**config.mk**
```make
export PLATFORM = sky130hd
export DESIGN_NAME = dbi9_packer
export DESIGN_NICKNAME = d
export VERILOG_FILES = /design/src/rtl/dbi9_pkg.sv /design/src/rtl/dbi9_block_reg.sv /design/src/rtl/dbi9_byte_sel.sv /design/src/rtl/dbi9_ctrl.sv /design/src/rtl/dbi9_packer.sv
export SDC_FILE = /design/constraint.sdc
export NUM_CORES = 1
export LEC_CHECK = 0
export BUFFER_PORTS_ARGS = -buffer_cell sky130_fd_sc_hd__buf_2
export CAP_MARGIN = 20
export CORE_ASPECT_RATIO = 1.75
export CORE_MARGIN = 1
export CORE_UTILIZATION = 45
export CTS_CLUSTER_SIZE = 20
export DETAILED_ROUTE_END_ITERATION = 8
export GPL_TIMING_DRIVEN = 1
export MAX_ROUTING_LAYER = met4
export REMOVE_ABC_BUFFERS = 1
export SYNTH_ARGS = -nofsm -noshare
export SYNTH_HDL_FRONTEND = slang
export SYNTH_HIERARCHICAL = 1
export SYNTH_SLANG_ARGS = --single-unit
```
**constraint.sdc**
```tcl
create_clock -name clk -period 2.2 [get_ports clk]
set_input_delay 0.22 -clock clk [delete_from_list [all_inputs] [get_ports clk]]
set_output_delay 0.22 -clock clk [all_outputs]
set_load 0.05 [all_outputs]
```
**src/rtl/dbi9_pkg.sv**
```systemverilog
package dbi9_pkg;
    typedef enum logic {
        ST_FILL  = 1'b0,
        ST_DRAIN = 1'b1
    } pk_state_e;
endpackage

```
**src/rtl/dbi9_block_reg.sv**
```systemverilog
// Holds the eight nine-bit word slots of one block; slot 0 is most significant.
module dbi9_block_reg #(
    parameter int BYTE_W     = 8,
    parameter int WORD_W     = BYTE_W + 1,
    parameter int IDX_W      = $clog2(BYTE_W),
    parameter int BLOCK_BITS = WORD_W * BYTE_W
) (
    input  logic                  clk,
    input  logic                  rst_n,
    input  logic                  clear,
    input  logic                  wr_en,
    input  logic [IDX_W-1:0]      wr_idx,
    input  logic [WORD_W-1:0]     wr_word,
    output logic [BLOCK_BITS-1:0] block
);
    logic [WORD_W-1:0] slot_q [BYTE_W];

    for (genvar g = 0; g < BYTE_W; g++) begin : g_slot
        always_ff @(posedge clk) begin
            if (!rst_n) begin
                slot_q[g] <= '0;
            end else if (clear) begin
                slot_q[g] <= '0;
            end else if (wr_en && (wr_idx == IDX_W'(g))) begin
                slot_q[g] <= wr_word;
            end
        end
        assign block[BLOCK_BITS-1-g*WORD_W -: WORD_W] = slot_q[g];
    end
endmodule

```
**src/rtl/dbi9_byte_sel.sv**
```systemverilog
// Picks output byte rd_idx of the packed block, byte 0 taken from the top bits.
module dbi9_byte_sel #(
    parameter int BYTE_W     = 8,
    parameter int WORD_W     = BYTE_W + 1,
    parameter int RD_W       = $clog2(WORD_W),
    parameter int BLOCK_BITS = WORD_W * BYTE_W
) (
    input  logic [BLOCK_BITS-1:0] block,
    input  logic [RD_W-1:0]       rd_idx,
    output logic [BYTE_W-1:0]     out_byte
);
    logic [BYTE_W-1:0] lanes [WORD_W];

    for (genvar g = 0; g < WORD_W; g++) begin : g_lane
        assign lanes[g] = block[BLOCK_BITS-1-g*BYTE_W -: BYTE_W];
    end

    always_comb begin
        out_byte = '0;
        for (int k = 0; k < WORD_W; k++) begin
            if (rd_idx == RD_W'(k)) begin
                out_byte = lanes[k];
            end
        end
    end
endmodule

```
**src/rtl/dbi9_ctrl.sv**
```systemverilog
// Fill/drain sequencer of the packer.
module dbi9_ctrl
    import dbi9_pkg::*;
#(
    parameter int BYTE_W = 8,
    parameter int IDX_W  = $clog2(BYTE_W),
    parameter int RD_W   = $clog2(BYTE_W + 1)
) (
    input  logic             clk,
    input  logic             rst_n,
    input  logic             in_valid,
    input  logic             in_dc,
    input  logic             in_last,
    input  logic             out_ready,
    output logic             in_ready,
    output logic             out_valid,
    output logic             wr_en,
    output logic [IDX_W-1:0] wr_idx,
    output logic             clear,
    output logic [RD_W-1:0]  rd_idx
);
    localparam logic [IDX_W-1:0] FILL_LAST = IDX_W'(BYTE_W - 1);
    localparam logic [RD_W-1:0]  RD_LAST   = RD_W'(BYTE_W);

    pk_state_e        st_q, st_d;
    logic [IDX_W-1:0] fill_q;
    logic [RD_W-1:0]  rd_q;
    logic             in_fire, out_fire, close_blk, drain_done;

    assign in_fire    = in_valid && (st_q == ST_FILL);
    assign out_fire   = out_ready && (st_q == ST_DRAIN);
    assign close_blk  = in_fire && (!in_dc || in_last || (fill_q == FILL_LAST));
    assign drain_done = out_fire && (rd_q == RD_LAST);

    always_comb begin
        st_d = st_q;
        unique case (st_q)
            ST_FILL:  if (close_blk)  st_d = ST_DRAIN;
            ST_DRAIN: if (drain_done) st_d = ST_FILL;
            default:  st_d = ST_FILL;
        endcase
    end

    always_ff @(posedge clk) begin
        if (!rst_n) begin
            st_q <= ST_FILL;
        end else begin
            st_q <= st_d;
        end
    end

    always_ff @(posedge clk) begin
        if (!rst_n) begin
            fill_q <= '0;
            rd_q   <= '0;
        end else begin
            if (in_fire) begin
                fill_q <= close_blk ? '0 : fill_q + 1'b1;
            end
            if (out_fire) begin
                rd_q <= drain_done ? '0 : rd_q + 1'b1;
            end
        end
    end

    always_comb begin
        in_ready  = 1'b0;
        out_valid = 1'b0;
        wr_en     = 1'b0;
        clear     = 1'b0;
        wr_idx    = in_dc ? fill_q : FILL_LAST;
        rd_idx    = rd_q;
        unique case (st_q)
            ST_FILL: begin
                in_ready = 1'b1;
                wr_en    = in_valid;
            end
            ST_DRAIN: begin
                out_valid = 1'b1;
                clear     = drain_done;
            end
            default: ;
        endcase
    end
endmodule

```
**src/rtl/dbi9_packer.sv**
```systemverilog
module dbi9_packer #(
    parameter int BYTE_W = 8
) (
    input  logic              clk,
    input  logic              rst_n,
    input  logic              in_valid,
    output logic              in_ready,
    input  logic [BYTE_W-1:0] in_byte,
    input  logic              in_dc,
    input  logic              in_last,
    output logic              out_valid,
    input  logic              out_ready,
    output logic [BYTE_W-1:0] out_byte
);
    localparam int WORD_W     = BYTE_W + 1;
    localparam int IDX_W      = $clog2(BYTE_W);
    localparam int RD_W       = $clog2(WORD_W);
    localparam int BLOCK_BITS = WORD_W * BYTE_W;

    logic                  wr_en, clear;
    logic [IDX_W-1:0]      wr_idx;
    logic [RD_W-1:0]       rd_idx;
    logic [BLOCK_BITS-1:0] block;

    dbi9_ctrl #(.BYTE_W(BYTE_W), .IDX_W(IDX_W), .RD_W(RD_W)) u_ctrl (
        .clk(clk), .rst_n(rst_n),
        .in_valid(in_valid), .in_dc(in_dc), .in_last(in_last),
        .out_ready(out_ready), .in_ready(in_ready), .out_valid(out_valid),
        .wr_en(wr_en), .wr_idx(wr_idx), .clear(clear), .rd_idx(rd_idx)
    );

    dbi9_block_reg #(.BYTE_W(BYTE_W), .WORD_W(WORD_W), .IDX_W(IDX_W),
                     .BLOCK_BITS(BLOCK_BITS)) u_blk (
        .clk(clk), .rst_n(rst_n), .clear(clear), .wr_en(wr_en),
        .wr_idx(wr_idx), .wr_word({in_dc, in_byte}), .block(block)
    );

    dbi9_byte_sel #(.BYTE_W(BYTE_W), .WORD_W(WORD_W), .RD_W(RD_W),
                    .BLOCK_BITS(BLOCK_BITS)) u_sel (
        .block(block), .rd_idx(rd_idx), .out_byte(out_byte)
    );
endmodule

```
==> results of run 1 <==
## worst min-delay path by stage
stage / endpoint / from / cells after the start / slack (ns)
after floorplan: u_ctrl/st_q / rst_n / 2 / 0.36
after global placement: u_ctrl/fill_q[2] / u_ctrl/fill_q[2] / 2 / 0.46
after detailed placement: u_ctrl/fill_q[2] / u_ctrl/fill_q[2] / 2 / 0.49
after CTS: u_ctrl/rd_idx[1] / out_ready / 3 / 0.18
after global routing: u_ctrl/rd_idx[1] / out_ready / 3 / 0.20
final: u_ctrl/st_q / in_last / 3 / 0.19
## critical path, delay by kind of cell (launching register included)
family	cells	cell delay [ns]
compound gates	3	0.56
mux	1	0.31
flops	1	0.37
buf+inv	3	0.43
## through the flow
| stage | power [mW] | cells | setup TNS (ns) |
|---|---|---|---|
| 2_1_floorplan | 2.06 | 336 | -65.08 |
| 3_3_place_gp | 2.21 | 496 | 0 |
| 3_5_place_dp | 2.21 | 496 | 0 |
| 4_1_cts | 3.57 | 515 | -0.00885 |
| 5_1_grt | 3.71 | 521 | -0.250 |
| 6_report | 3.59 | 521 | -0.0181 |
## power by group
part	switching (mW)	internal [mW]	leakage (nW)
clock	0.580	0.749	0.120
sequential	0.0335	1.72	0.816
combinational	0.310	0.194	0.850
total	0.923	2.66	1.79
## flip-flops by register name, indices dropped and copies added, names as in the netlist
signal         flops
u_blk/slot_q      72
u_ctrl/fill_q      3
u_ctrl/st_q        1
u_ctrl/rd_idx      4
## synthesized netlist by cell type (7+ instances only)
library cell / instances / share of area, %
inv_1: 12 / 1.1
o21ai_0: 14 / 1.7
or3b_2: 7 / 1.5
o22ai_1: 7 / 1.1
edfxtp_1: 72 / 53
nand3b_1: 11 / 2.0
nand2_1: 15 / 1.4
mux2i_1: 18 / 4.4
nand2b_1: 10 / 1.5
dfxtp_1: 8 / 3.9
nor2_2: 8 / 1.2
buf_6: 8 / 2.2
buf_2: 8 / 0.97
a21oi_1: 10 / 1.2
nor2_1: 68 / 6.2
## cells by family (layout without fill, tap and decap cells)
| family | count (synthesis) | in the layout |
|---|---|---|
| AOI/OAI and AO/OA | 59 | 59 |
| DFF | 80 | 80 |
| xor gates and xnor gates | 2 | 2 |
| and+or+nand+nor | 160 | 160 |
| muxes | 19 | 19 |
| buffers and inverters | 33 | 80 |
| adders and majority gates | 4 | 4 |
## layout make-up
cell class | instances | area (µm²)
sequential | 80 | 2330
clock buffer | 9 | 225
multi-input combinational | 244 | 1740
fill | 798 | 3790
timing repair buffer | 52 | 463
clock inverter | 7 | 38.8
tap | 117 | 146
inverter | 12 | 45.0
## cell usage in the layout (no fill, tap or decap), drive strengths merged, types with 2 or more instances in the layout
master,instances
nor2,78
edfxtp,72
buf,50
mux2i,18
nand2,16
o21ai,15
inv,12
nand3b,11
or3b,11
clkbuf,10
nand2b,10
a21oi,10
dfxtp,8
o22ai,7
a2bb2oi,6
or2,6
o221ai,6
nand3,5
nor2b,4
a21boi,4
ha,4
clkinv,4
nand4b,4
clkinvlp,3
nor3,3
or3,3
o31ai,2
nor3b,2
a211o,2
## metal layers
metal / vias up / GRT usage, % / wire (µm)
li1: 1386 / - / -
met3: 16 / 3.84 / 328
met2: 55 / 41.4 / 5770
met1: 1413 / 26.8 / 4000
met4: 0 / 12.3 / 248
met5: - / - / 0
## what timing repair did
action	in CTS	in global routing
resized for setup	34	23
endpoints found under the setup margin	8	8
pin swaps	12	11
setup buffers	2	5
cloned	1	1
==> summary.txt, run 1 <==
Global routing
  • GRT Overall Usage: about 24%
  • Initial antenna violation count: 0
  • Total gr overflow: 0
  • Vias in the first global route: between 2,000 and 3,000
  • Largest net degree at the start of global routing: 28
  • First-pass GRT wire length: roughly 16 mm

Critical path
  • Worst setup path end: out_byte[0]
  • Crit path cell chain: buf_12 -> buf_4 -> mux2_1 -> a221oi_1 -> a21oi_1 -> o22a_1 -> buf_6
  • Worst R2R Start: u_ctrl/rd_idx[0]
  • R2r setup slk: about 0.32 ns
  • CP peak stage delay: roughly 0.37 ns
  • Reg-to-reg endpoint: u_blk/slot_q[0][11]
  • Worst Setup SP: u_ctrl/rd_idx[1]
  • Register-to-Register Path Depth: 7
  • Slowest-stage cell, CP: dfxtp_4
  • CP Max Fanout: 7
  • Setup crit start kind: flop
  • Critical path endpoint category: primary output
  • Data arrival, critical path: 2.00 ns
  • Worst Path Required: roughly 2 ns
  • CP Class: flop to primary output

Outcome
  • Status: complete, but fails checks
  • Failing checks: negative setup slack

STA
  • Period utilisation layout: 101%
  • Worst-Margin Slew: 0.457 ns
  • Setup Skew: a little under 0.009 ns
  • # setup viols final: 2
  • Min Hold Slack: between 0.15 and 0.2 ns
  • Headroom to the max-slew limit: a little over two thirds
  • Fin crit period: 2.22 ns
  • Fmax: 0.451 GHz
  • Final Hold Violating Endpoints: 0
  • Final Max Tran Viols: 0
  • Unrepaired setup endpoints after global routing: true
  • Setup ws final: -0.0156 ns

Layout
  • Final Cell Area: ~5000 µm²
  • Layout cell share with drive strength beyond 1: 30.4%
  • Post-layout util: 56.9%
  • Layout Nets: approximately 420
  • Antenna Cells: 0
  • Area Growth Syn to Fin: 21.3%

Clock network
  • Clock tree from TritonCTS: yes
  • Clock Pin Slew Worst Setup and Hold Paths: ~0.060 ns
  • Hold_buf cts: 0
  • Root Buffer: clkbuf_16
  • H-tree Lvls: 3
  • CTS Sinks: 80
  • Num CTS Buffers: 9
  • Clock Path Buffers: 2
  • Latest clock arrival within the worst-skew pair: between 0.3 and 0.4 ns

Synth
  • XOR/XNOR share of the synthesized area: 0.425%
  • Ys async rst share: 0%
  • Synth warn: 6
  • Simple-gate share of the synthesized area: between 20 and 25%
  • Multiplexer share of the synthesized area: under 10%
  • Register area share after synthesis: roughly 56%
  • Yosys reg bits: 80
  • Synth Area in Compound Gates: about a tenth
  • Synth Instances: between 300 and 400
  • Synthesized area: between 4000 and 5000 µm²
  • Synth cell types: between 50 and 60
  • Synth Flop Type: edfxtp_1
  • Adder-cell share of the synthesized area: ~1.2%
  • Post-synthesis average cell area: about 12 µm²
  • Largest family of logic cells by synthesized area: simple AND/OR/NAND/NOR gates
  • Post-synth EDFFs: between 70 and 80

Placed design
  • Pre-CTS WS: around 0.16 ns
  • PortBufs: 23
  • Post-DP Area: 4390 µm²
  • Gpl congestion: about 0.91
  • DP HPWL: about 7.0 mm

Power
  • PD cells: 718 nW/µm²
  • Leak Pwr: 1.79 nW
  • Worst VDD drop: between 0.0004 and 0.0005 V

Floorplanning
  • Die footprint: 9550 µm²
  • Die W: approximately 74 µm
  • Core Region: around 9000 µm²
  • # rows: 45
  • Die height: 129 µm
  • IO Pins: 24
  • Initial core utilization: 46.9%

Drt
  • WL per Instance: between 15 and 20 µm
  • Post-route ant nets: 0
  • DRT Wirelength: 10.3 mm
  • DRC violations left: 0
  • DR pass1 iterations: 4
  • Vias after detailed routing: approximately 2,900
  • DR vias/cell: 5.51
  • Initial DRC count: 150

Run
  • Max-Cap Viols: 0

Worst hold path
  • Hold Path Class: primary input to flop
Power figures use the tool's default switching activity.
==> run 2, diff against run 1 <==
--- a/config.mk
+++ b/config.mk
@@ -7,7 +7,7 @@
 export LEC_CHECK = 0
 export BUFFER_PORTS_ARGS = -buffer_cell sky130_fd_sc_hd__buf_2
 export CAP_MARGIN = 20
-export CORE_ASPECT_RATIO = 1.75
+export CORE_ASPECT_RATIO = 0.8
 export CORE_MARGIN = 1
 export CORE_UTILIZATION = 45
 export CTS_CLUSTER_SIZE = 20
==> summary.txt, run 2 (same netlist as run 1, synthesis figures left out) <==
Outcome
  • Status: completed

Global routing
  • Largest net degree at the start of global routing: 21 (-25%)
  • Vias in the first global route: 2,768 (-5.5%)
  • GRT Overall Usage: 25.4% (+1.2 points)
  • First-pass GRT wire length: 16.5 mm (+4.0%)
  • Initial antenna violation count: 0 (unchanged)
  • Total gr overflow: 0 (unchanged)

Critical path
  • R2r setup slk: 0.31 ns (about the same)
  • CP Class: flop to primary output
  • Worst Path Required: 1.98 ns (about the same)
  • Worst Setup SP: u_ctrl/rd_idx[0]
  • CP Max Fanout: 9 (+2)
  • Setup crit start kind: flop
  • Worst R2R Start: u_ctrl/st_q
  • Critical path endpoint category: primary output
  • Data arrival, critical path: 1.95 ns (-0.05 ns)
  • CP peak stage delay: 0.42 ns (+0.05 ns)
  • Crit path cell chain: buf_12 -> mux2i_1 -> o22ai_1 -> a21oi_1 -> o221ai_1 -> buf_4
  • Reg-to-reg endpoint: u_blk/slot_q[1][0]
  • Slowest-stage cell, CP: dfxtp_4
  • Register-to-Register Path Depth: 6 (-1)

Layout
  • Fin cells: 521 (unchanged)
  • Area Growth Syn to Fin: 19.4%
  • Final Cell Area: 4920 µm² (-1.6%)
  • Most common cell after layout, fill and taps aside: edfxtp_1
  • Commonest cells after routing, fill and taps aside: edfxtp_1 (72), nor2_1 (68), buf_4 (32), mux2i_1 (17)
  • Layout Nets: 422 (+1.2%)
  • Layout cell share with drive strength beyond 1: 27.4% (-3.1 points)
  • Max reg flops: 72 (unchanged)
  • Largest Register: u_blk/slot_q
  • # fillers: 740 (-7.3%)
  • Antenna Cells: 0 (unchanged)

STA
  • Final Max Tran Viols: 0 (unchanged)
  • Headroom to the max-slew limit: 63.8% (-5.7 points)
  • Worst-Margin Slew: 0.542 ns (+0.0856 ns)
  • Post-Route Setup TNS: 0 ns (+0.0181 ns)
  • # setup viols final: 0 (-2)
  • Setup Skew: 0.00819 ns (-0.000584 ns)
  • Fin crit period: 2.17 ns (-0.0493 ns)
  • Fmax: 0.462 GHz (+2.3%)
  • Unrepaired setup endpoints after global routing: true
  • Period utilisation layout: 98.5% (-2.2 points)
  • Final Hold Violating Endpoints: 0 (unchanged)

Placed design
  • Cell total after placement: 497 (+0.20%)
  • DP HPWL: 7.11 mm (+1.9%)
  • PortBufs: 23 (unchanged)
  • Gpl congestion: 0.868 (-4.5%)
  • Post-DP Area: 4430 µm² (+0.88%)

Floorplanning
  • Core Region: 8670 µm² (-1.3%)
  • Die W: 109 µm (+47%)
  • # rows: 30 (-33%)
  • IO Pins: 24 (unchanged)
  • Initial core utilization: 47.5% (+0.61 points)
  • Die footprint: 9540 µm² (-0.13%)
  • Die height: 87.6 µm (-32%)

Drt
  • Post-route ant nets: 0 (unchanged)
  • DRT Wirelength: 10.9 mm (+5.1%)
  • DR vias/cell: 5.66 (+2.7%)
  • Initial DRC count: 239 (+59%)
  • WL per Instance: 20.9 µm (+5.1%)
  • DRC violations left: 0 (unchanged)
  • Vias after detailed routing: 2,948 (+2.7%)
  • DR pass1 iterations: 4 (unchanged)

Worst hold path
  • Worst Hold End: u_ctrl/rd_idx[1]
  • Min-delay src: out_ready
  • Hold Path Class: primary input to flop
  • Hold Path Stages: 3 (unchanged)

Clock network
  • H-tree Lvls: 3 (unchanged)
  • Clock Path Buffers: 2 (unchanged)
  • Num CTS Buffers: 9 (unchanged)
  • Clock tree from TritonCTS: yes
  • Latest clock arrival within the worst-skew pair: 0.33 ns (about the same)
  • Clock Pin Slew Worst Setup and Hold Paths: 0.06 ns (about the same)
  • Hold_buf cts: 0 (unchanged)
  • CTS Sinks: 80 (unchanged)
  • Root Buffer: clkbuf_16

Power
  • Total power: 3.72 mW (+3.8%)
  • Worst VDD drop: 0.000463 V (+15%)
  • PD cells: 758 nW/µm² (+5.5%)
  • Leak Pwr: 1.80 nW (+0.80%)

Run
  • Max-Cap Viols: 0 (unchanged)
-- run 2: metal layers --
metal / part of all wire [%] / up-vias / global-route usage [%]
met4: 1.1 / 0 / 6.02
met5: 0 / - / -
met1: 46 / 1440 / 37.9
li1: - / 1393 / -
met3: 9.6 / 10 / 5.06
met2: 43 / 105 / 35.4
-- run 2: power breakdown --
part | switching (mW) | internal (mW) | total [mW]
sequential | 0.0333 | 1.72 | 1.75
clock | 0.593 | 0.878 | 1.47
combinational | 0.309 | 0.191 | 0.500
-- run 2: stage by stage --
step / hold WS (ns) / setup WS (ns) / util (%)
floorplan: 0.359 / -0.673 / -
global placement: 0.473 / 0.222 / 51.0
detailed placement: 0.482 / 0.240 / 51.0
CTS: 0.201 / -0.000171 / 55.4
global route: 0.230 / -0.0165 / 56.7
finish: 0.215 / 0.0337 / 56.7
-- run 2: repair_timing --
item,in CTS,in global routing
resized for setup,14,26
pin swaps,3,8
gates cloned,1,1
setup endpoints to repair,8,8
buffers inserted,3,3
-- run 2: how the worst max path moves through the flow --
stage | endpoint | slack [ns]
after floorplan | u_blk/slot_q[0][10] | -0.67
after global placement | out_byte[4] | 0.22
after detailed placement | out_byte[4] | 0.24
after CTS | out_byte[0] | -0.0002
after global routing | out_byte[1] | -0.02
final | out_byte[2] | 0.03
-- run 2: worst max-delay path: cells and delay by family (launching register included) --
family / cells / cell delay [ns]
mux: 1 / 0.31
buf+inv: 2 / 0.37
flops: 1 / 0.42
compound gates: 3 / 0.50
-- run 2: final cells by class --
cell class                 instances  area (µm²)  share of cell area, %
tap                              112         140                   2.85
timing repair buffer              57         475                   9.67
multi-input combinational        244        1630                   33.1
clock inverter                     5        57.6                   1.17
clock buffer                      11         233                   4.73
inverter                          12        45.0                  0.916
sequential                        80        2340                   47.5
